<file path="src/rtl/ptw_pkg.sv">
package ptw_pkg;

    localparam int VA_W    = 32;
    localparam int PA_W    = 32;
    localparam int PTE_W   = 32;
    localparam int OFF_W   = 10;
    localparam int LEAF_W  = 10;
    localparam int ROOT_W  = VA_W - OFF_W - LEAF_W;
    localparam int PPN_W   = PTE_W - OFF_W;
    localparam int ESZ_LG  = 2;

    typedef enum logic [2:0] {
        ST_IDLE,
        ST_ROOT,
        ST_LEAF,
        ST_DONE,
        ST_FAULT
    } walk_state_e;

    typedef enum logic {
        LVL_ROOT = 1'b0,
        LVL_LEAF = 1'b1
    } walk_level_e;

    typedef struct packed {
        logic [ROOT_W-1:0] root_idx;
        logic [LEAF_W-1:0] leaf_idx;
        logic [OFF_W-1:0]  off;
    } va_fields_t;

    function automatic logic [PA_W-1:0] slot_addr(input logic [PA_W-1:0] tbl,
                                                  input logic [ROOT_W-1:0] idx);
        logic [PA_W-1:0] scaled;
        scaled = PA_W'(idx) << ESZ_LG;
        return tbl + scaled;
    endfunction

    function automatic logic pte_ok(input logic [PTE_W-1:0] pte);
        return pte[0];
    endfunction

    function automatic logic [PA_W-1:0] pte_base(input logic [PTE_W-1:0] pte);
        return {pte[PTE_W-1:OFF_W], {OFF_W{1'b0}}};
    endfunction

endpackage

</file>
<file path="src/rtl/ptw_index.sv">
module ptw_index
    import ptw_pkg::*;
(
    input  va_fields_t        va,
    input  logic [PA_W-1:0]   root_tbl,
    input  logic [PA_W-1:0]   leaf_tbl,
    output logic [PA_W-1:0]   root_slot,
    output logic [PA_W-1:0]   leaf_slot
);
    always_comb begin
        root_slot = slot_addr(root_tbl, va.root_idx);
        leaf_slot = slot_addr(leaf_tbl, ROOT_W'(va.leaf_idx));
    end
endmodule

</file>
<file path="src/rtl/ptw_ctrl.sv">
module ptw_ctrl
    import ptw_pkg::*;
(
    input  logic              clk,
    input  logic              rst,
    input  logic              req_valid,
    output logic              req_ready,
    input  logic [VA_W-1:0]   req_vaddr,
    input  logic [PA_W-1:0]   root_base,
    output logic              mem_rd,
    output logic [PA_W-1:0]   mem_addr,
    input  logic              mem_rsp_valid,
    input  logic [PTE_W-1:0]  mem_rsp_data,
    output logic              rsp_valid,
    input  logic              rsp_ready,
    output logic [PA_W-1:0]   rsp_paddr,
    output logic              rsp_fault,
    output logic              rsp_level,
    output va_fields_t        va_q,
    output logic [PA_W-1:0]   root_q,
    output logic [PA_W-1:0]   leaf_q,
    input  logic [PA_W-1:0]   root_slot,
    input  logic [PA_W-1:0]   leaf_slot
);
    walk_state_e state_q, state_d;
    walk_level_e lvl_q;
    logic [PA_W-1:0] paddr_q;
    logic accept, rd_done, ent_ok;

    assign accept  = (state_q == ST_IDLE) && req_valid;
    assign rd_done = mem_rd && mem_rsp_valid;
    assign ent_ok  = pte_ok(mem_rsp_data);

    always_comb begin
        state_d = state_q;
        unique case (state_q)
            ST_IDLE:  if (req_valid) state_d = ST_ROOT;
            ST_ROOT:  if (mem_rsp_valid) state_d = ent_ok ? ST_LEAF : ST_FAULT;
            ST_LEAF:  if (mem_rsp_valid) state_d = ent_ok ? ST_DONE : ST_FAULT;
            ST_DONE,
            ST_FAULT: if (rsp_ready) state_d = ST_IDLE;
            default:  state_d = ST_IDLE;
        endcase
    end

    always_ff @(posedge clk) begin
        if (rst) begin
            state_q <= ST_IDLE;
            va_q    <= '0;
            root_q  <= '0;
            leaf_q  <= '0;
            paddr_q <= '0;
            lvl_q   <= LVL_ROOT;
        end else begin
            state_q <= state_d;
            if (accept) begin
                va_q    <= va_fields_t'(req_vaddr);
                root_q  <= root_base;
                paddr_q <= '0;
                lvl_q   <= LVL_ROOT;
            end
            if (rd_done && state_q == ST_ROOT && ent_ok)
                leaf_q <= pte_base(mem_rsp_data);
            if (rd_done && state_q == ST_LEAF) begin
                if (ent_ok)
                    paddr_q <= pte_base(mem_rsp_data) | PA_W'(va_q.off);
                else
                    lvl_q <= LVL_LEAF;
            end
        end
    end

    assign req_ready = (state_q == ST_IDLE);
    assign mem_rd    = (state_q == ST_ROOT) || (state_q == ST_LEAF);
    assign mem_addr  = (state_q == ST_LEAF) ? leaf_slot : root_slot;
    assign rsp_valid = (state_q == ST_DONE) || (state_q == ST_FAULT);
    assign rsp_fault = (state_q == ST_FAULT);
    assign rsp_paddr = paddr_q;
    assign rsp_level = lvl_q;
endmodule

</file>
<file path="src/rtl/ptw_top.sv">
module ptw_top
    import ptw_pkg::*;
(
    input  logic              clk,
    input  logic              rst,
    input  logic              req_valid,
    output logic              req_ready,
    input  logic [VA_W-1:0]   req_vaddr,
    input  logic [PA_W-1:0]   root_base,
    output logic              mem_rd,
    output logic [PA_W-1:0]   mem_addr,
    input  logic              mem_rsp_valid,
    input  logic [PTE_W-1:0]  mem_rsp_data,
    output logic              rsp_valid,
    input  logic              rsp_ready,
    output logic [PA_W-1:0]   rsp_paddr,
    output logic              rsp_fault,
    output logic              rsp_level
);
    va_fields_t      va_q;
    logic [PA_W-1:0] root_q, leaf_q, root_slot, leaf_slot;

    ptw_index u_index (
        .va        (va_q),
        .root_tbl  (root_q),
        .leaf_tbl  (leaf_q),
        .root_slot (root_slot),
        .leaf_slot (leaf_slot)
    );

    ptw_ctrl u_ctrl (
        .clk           (clk),
        .rst           (rst),
        .req_valid     (req_valid),
        .req_ready     (req_ready),
        .req_vaddr     (req_vaddr),
        .root_base     (root_base),
        .mem_rd        (mem_rd),
        .mem_addr      (mem_addr),
        .mem_rsp_valid (mem_rsp_valid),
        .mem_rsp_data  (mem_rsp_data),
        .rsp_valid     (rsp_valid),
        .rsp_ready     (rsp_ready),
        .rsp_paddr     (rsp_paddr),
        .rsp_fault     (rsp_fault),
        .rsp_level     (rsp_level),
        .va_q          (va_q),
        .root_q        (root_q),
        .leaf_q        (leaf_q),
        .root_slot     (root_slot),
        .leaf_slot     (leaf_slot)
    );
endmodule

</file>
<file path="config.mk">
export PLATFORM = sky130hd
export DESIGN_NAME = ptw_top
export DESIGN_NICKNAME = d
export VERILOG_FILES = /design/src/rtl/ptw_pkg.sv /design/src/rtl/ptw_index.sv /design/src/rtl/ptw_ctrl.sv /design/src/rtl/ptw_top.sv
export SDC_FILE = /design/constraint.sdc
export NUM_CORES = 1
export LEC_CHECK = 0
export ABC_AREA = 1
export BUFFER_PORTS_ARGS = -buffer_cell sky130_fd_sc_hd__buf_2
export CORE_ASPECT_RATIO = 0.75
export CORE_MARGIN = 2
export CORE_UTILIZATION = 50
export CTS_CLUSTER_DIAMETER = 80
export DETAILED_ROUTE_END_ITERATION = 7
export PLACE_DENSITY = 0.76
export SETUP_SLACK_MARGIN = 0.5
export SLEW_MARGIN = 0
export SYNTH_ARGS = -nofsm -noshare
export SYNTH_HDL_FRONTEND = slang
export SYNTH_SLANG_ARGS = --single-unit
</file>
<file path="constraint.sdc">
create_clock -name clk -period 2.2 [get_ports clk]
set_input_delay 0.44 -clock clk [delete_from_list [all_inputs] [get_ports clk]]
set_output_delay 0.44 -clock clk [all_outputs]
set_load 0.02 [all_outputs]
</file>
==> results.sh <==
export IMPL_yosys_mux_area_fraction_pct=0
export IMPL_clk_pin_slew_ps=60
export IMPL_hpwl_um=14400
export IMPL_syn_inst=1015
export IMPL_p_leak_nw=4.47
export IMPL_syn_to_final_growth_pct=49.3
export IMPL_cp_common_cell="nand2_2"
export IMPL_synth_ff_type="dfxtp_1"
export IMPL_p_int_mw=6.15
export IMPL_grt_overflow_total=0
export IMPL_status="finished with violations"
export IMPL_port_buffers=160
export IMPL_slew_viol_final=0
export IMPL_clk_latency_ps=420
export IMPL_powerDensity_mw_per_mm2=1010
export IMPL_clkPwrFrac_pct=27.8
export IMPL_crit_slowest_cell="fa_2"
export IMPL_max_slew_worst_pin_slew_ps=839
export IMPL_setup_viol=28
export IMPL_cp_max_fo=4
export IMPL_crit_buf_inv=1
export IMPL_routabilityCongestion=0.876
export IMPL_cp_data_required_time_ps=1760
export IMPL_synth_xor_area_share_pct=2.23
export IMPL_ir_drop_mv=0.618
export IMPL_grt_pass1_wl_um=34700
export IMPL_end_kind="primary output"
export IMPL_rrSetupSlack_ps=540
export IMPL_ctsHoldBuffers=0
export IMPL_cts_tree="yes"
export IMPL_fin_nets=1324
export IMPL_ys_ff_latch=122
export IMPL_die_h_um=104
export IMPL_total_power_mw=10.1
export IMPL_drive_gt1_share_pct=40.5
export IMPL_period_needed_ps=2670
export IMPL_max_freq_mhz=374
export IMPL_ctsHtreeMaxLevel=4
export IMPL_die_area_mm2=0.0143
export IMPL_clock_sinks=122
export IMPL_pwr_share_comb_pct=43.1
export IMPL_crit_type="register to primary output"
export IMPL_path_cells="ha_4, fa_2, nand3_2, nand3_4, nand2_2, nand2_4, nand2_2, nand2_2, nand2_1, nand3_2, o21ai_2, buf_6"
export IMPL_fin_skew_ps=6.65
export IMPL_synth_top_cell_area_share_pct=36.5
export IMPL_rows=36
export IMPL_ios=170
export IMPL_first_global_vias=7086
export IMPL_seq_power_share_pct=29.1
export IMPL_initial_core_util_pct=51.4
export IMPL_hp_class="input port to register"
export IMPL_hp_start="mem_rsp_data[27]"
export IMPL_clockBufferDepth=2
export IMPL_min_to="u_ctrl.leaf_q[27]"
export IMPL_setup_tns_final_ps=-9690
export IMPL_wirelength_um=23100
export IMPL_grt_max_degree=79
export IMPL_synth_area_per_cell_um2=6.59
export IMPL_synth_top_cell_by_area="dfxtp_1"
export IMPL_synthDistinctLibCells=35
export IMPL_ff2ff_path_depth=9
export IMPL_synth_edf_count=0
export IMPL_synth_nets=1132
export IMPL_drtIter0Drc=667
export IMPL_synth_seq_area_share_pct=36.5
export IMPL_antenna_found_initial=0
export IMPL_clockRootBuffer="clkbuf_16"
export IMPL_setup_slack_ps=-473
export IMPL_synth_area_mm2=0.00669
export IMPL_post_place_ws_ps=-77.9
export IMPL_ys_warn_count=0
export IMPL_coreArea_mm2=0.0130
export IMPL_ant_nets=0
export IMPL_synth_compound_area_share_pct=14.5
export IMPL_switching_share_pct=39.2
export IMPL_n_antenna_cell=0
export IMPL_ys_top_cells_by_area="dfxtp_1 (37%), nand2_1 (15%), nand3_1 (10%)"
export IMPL_violations="setup timing"
export IMPL_critPathMaxStageDelay_ps=370
export IMPL_hold_violations=0
export IMPL_cap_violations=0
export IMPL_first_pass_iters=6
export IMPL_yosys_area_share_simple_pct=34.2
export IMPL_die_w_um=138
export IMPL_holdPathStages=3
export IMPL_fillCellCount=954
export IMPL_rsz0062_at_grt="yes"
export IMPL_grt_usage_pct=30.4
export IMPL_switchingPower_mw=3.96
export IMPL_cts_buffers=17
export IMPL_async_flop_share_pct=0
export IMPL_r2r_end="u_ctrl.root_q[17]"
export IMPL_relSlewSlack_pct=44.0
export IMPL_period_share_pct=121
export IMPL_num_vias=7701
export IMPL_synth_top_family_by_area="simple AND/OR/NAND/NOR gates"
export IMPL_r2r_start="u_ctrl.state_q[0]"
export IMPL_start_kind="register"
export IMPL_drc=0
export IMPL_viasPerCell=5.54
export IMPL_wl_per_cell_um=16.6
export IMPL_synth_fa_ha_area_share_pct=3.22
export IMPL_crit_arrival_ps=2230
export IMPL_startpoint="u_ctrl.root_q[2]"
export IMPL_critPathTopFamily="simple AND/OR/NAND/NOR gates"
-- synth_stat cells, drive strengths merged (2+ instances only) --
| cell type | n |
|---|---|
| a21oi | 119 |
| nand3b | 2 |
| nand4 | 8 |
| xor2 | 8 |
| ha | 14 |
| or2 | 3 |
| nand2 | 281 |
| nor3 | 17 |
| nand3 | 136 |
| nor2 | 76 |
| buf | 33 |
| clkbuf | 17 |
| o21ai | 66 |
| dfxtp | 122 |
| o211ai | 2 |
| xnor2 | 9 |
| inv | 97 |
| fa | 2 |
-- routing by layer --
layer,global-route usage (%),share of wire [%],vias up
met1,43.1,44,3594
met5,0,0,-
li1,-,-,3719
met4,6.55,2.1,0
met3,7.12,7.9,48
met2,47.1,46,340
-- power groups by stage --
stage	combinational, mW	sequential, mW	clock (mW)
2_1_floorplan	2.14	2.88	0
3_3_place_gp	2.96	2.93	0
3_5_place_dp	2.98	2.94	0
6_report	4.36	2.94	2.81
4_1_cts	3.79	2.92	2.82
5_1_grt	4.63	2.98	2.93
-- stage by stage --
stage          instance area [um^2]  cells  utilization, %  hold slack, ps
5_1_grt                        9980   1391            76.7             268
2_1_floorplan                  7070   1015               -             429
4_1_cts                        9500   1378            73.0             252
3_3_place_gp                   8060   1323            61.9             438
3_5_place_dp                   8060   1323            61.9             450
6_report                       9980   1391            76.7             261
-- sequential cells by signal, summed over array words and instances, names as in the netlist --
signal            cells
u_ctrl.root_q        32
u_ctrl.rsp_paddr     32
u_ctrl.va_q          32
u_ctrl.leaf_q        22
u_ctrl.state_q        3
u_ctrl.rsp_level      1
-- worst reg2reg max path: cells and delay by family (launching register included) --
| family | cells | cell delay, ps |
|---|---|---|
| AO/OA/AOI/OAI | 2 | 310 |
| buffers and inverters | 4 | 580 |
| flip-flops | 1 | 360 |
| AND/OR/NAND/NOR | 3 | 310 |
-- layout by cell type, fill, tap and decap left out, drive strengths merged, types with 3 or more instances in the layout --
cell type and instances:
a21oi 119, buf 220, clkbuf 19, clkinv 4
dfxtp 122, ha 14, inv 105, nand2 282
nand3 136, nand4 8, nor2 76, nor3 17
o21ai 66, or2 3, xnor2 9, xor2 8
-- area by class of cell --
| cell class | instances | area (um^2) | area share, % |
|---|---|---|---|
| clock buffers | 18 | 439 | 4.40 |
| clock inverters | 14 | 150 | 1.50 |
| well taps | 171 | 214 | 2.14 |
| inverters | 97 | 387 | 3.87 |
| repair buffers | 222 | 1700 | 17.1 |
| multi-input cells | 747 | 4600 | 46.0 |
| flip-flops and latches | 122 | 2490 | 25.0 |
-- repair_timing --
| item | 4_1_cts | 5_1_grt |
|---|---|---|
| setup endpoints to repair | 58 | 102 |
| cloned | 2 | 2 |
| pin swaps | 41 | 41 |
| resized for setup | 182 | 107 |
| buffers inserted | 21 | 11 |
-- cells by family after synthesis --
logic type                 count (synthesis)
adders and majority gates                 16
AOI/OAI and AO/OA                        189
DFF                                      122
and+or+nand+nor                          524
buffers and inverters                    147
xor gates and xnor gates                  17
-- worst max-delay path by stage --
stage               slack, ps            to  depth (start not counted)
finish                   -470  mem_addr[16]                         12
detailed placement        -80  mem_addr[16]                         12
global route             -530  mem_addr[26]                         13
CTS                      -420  mem_addr[10]                          9
floorplan                 170  mem_addr[18]                          9
global placement          -60  mem_addr[16]                         12
Power figures use the tool's default switching activity.
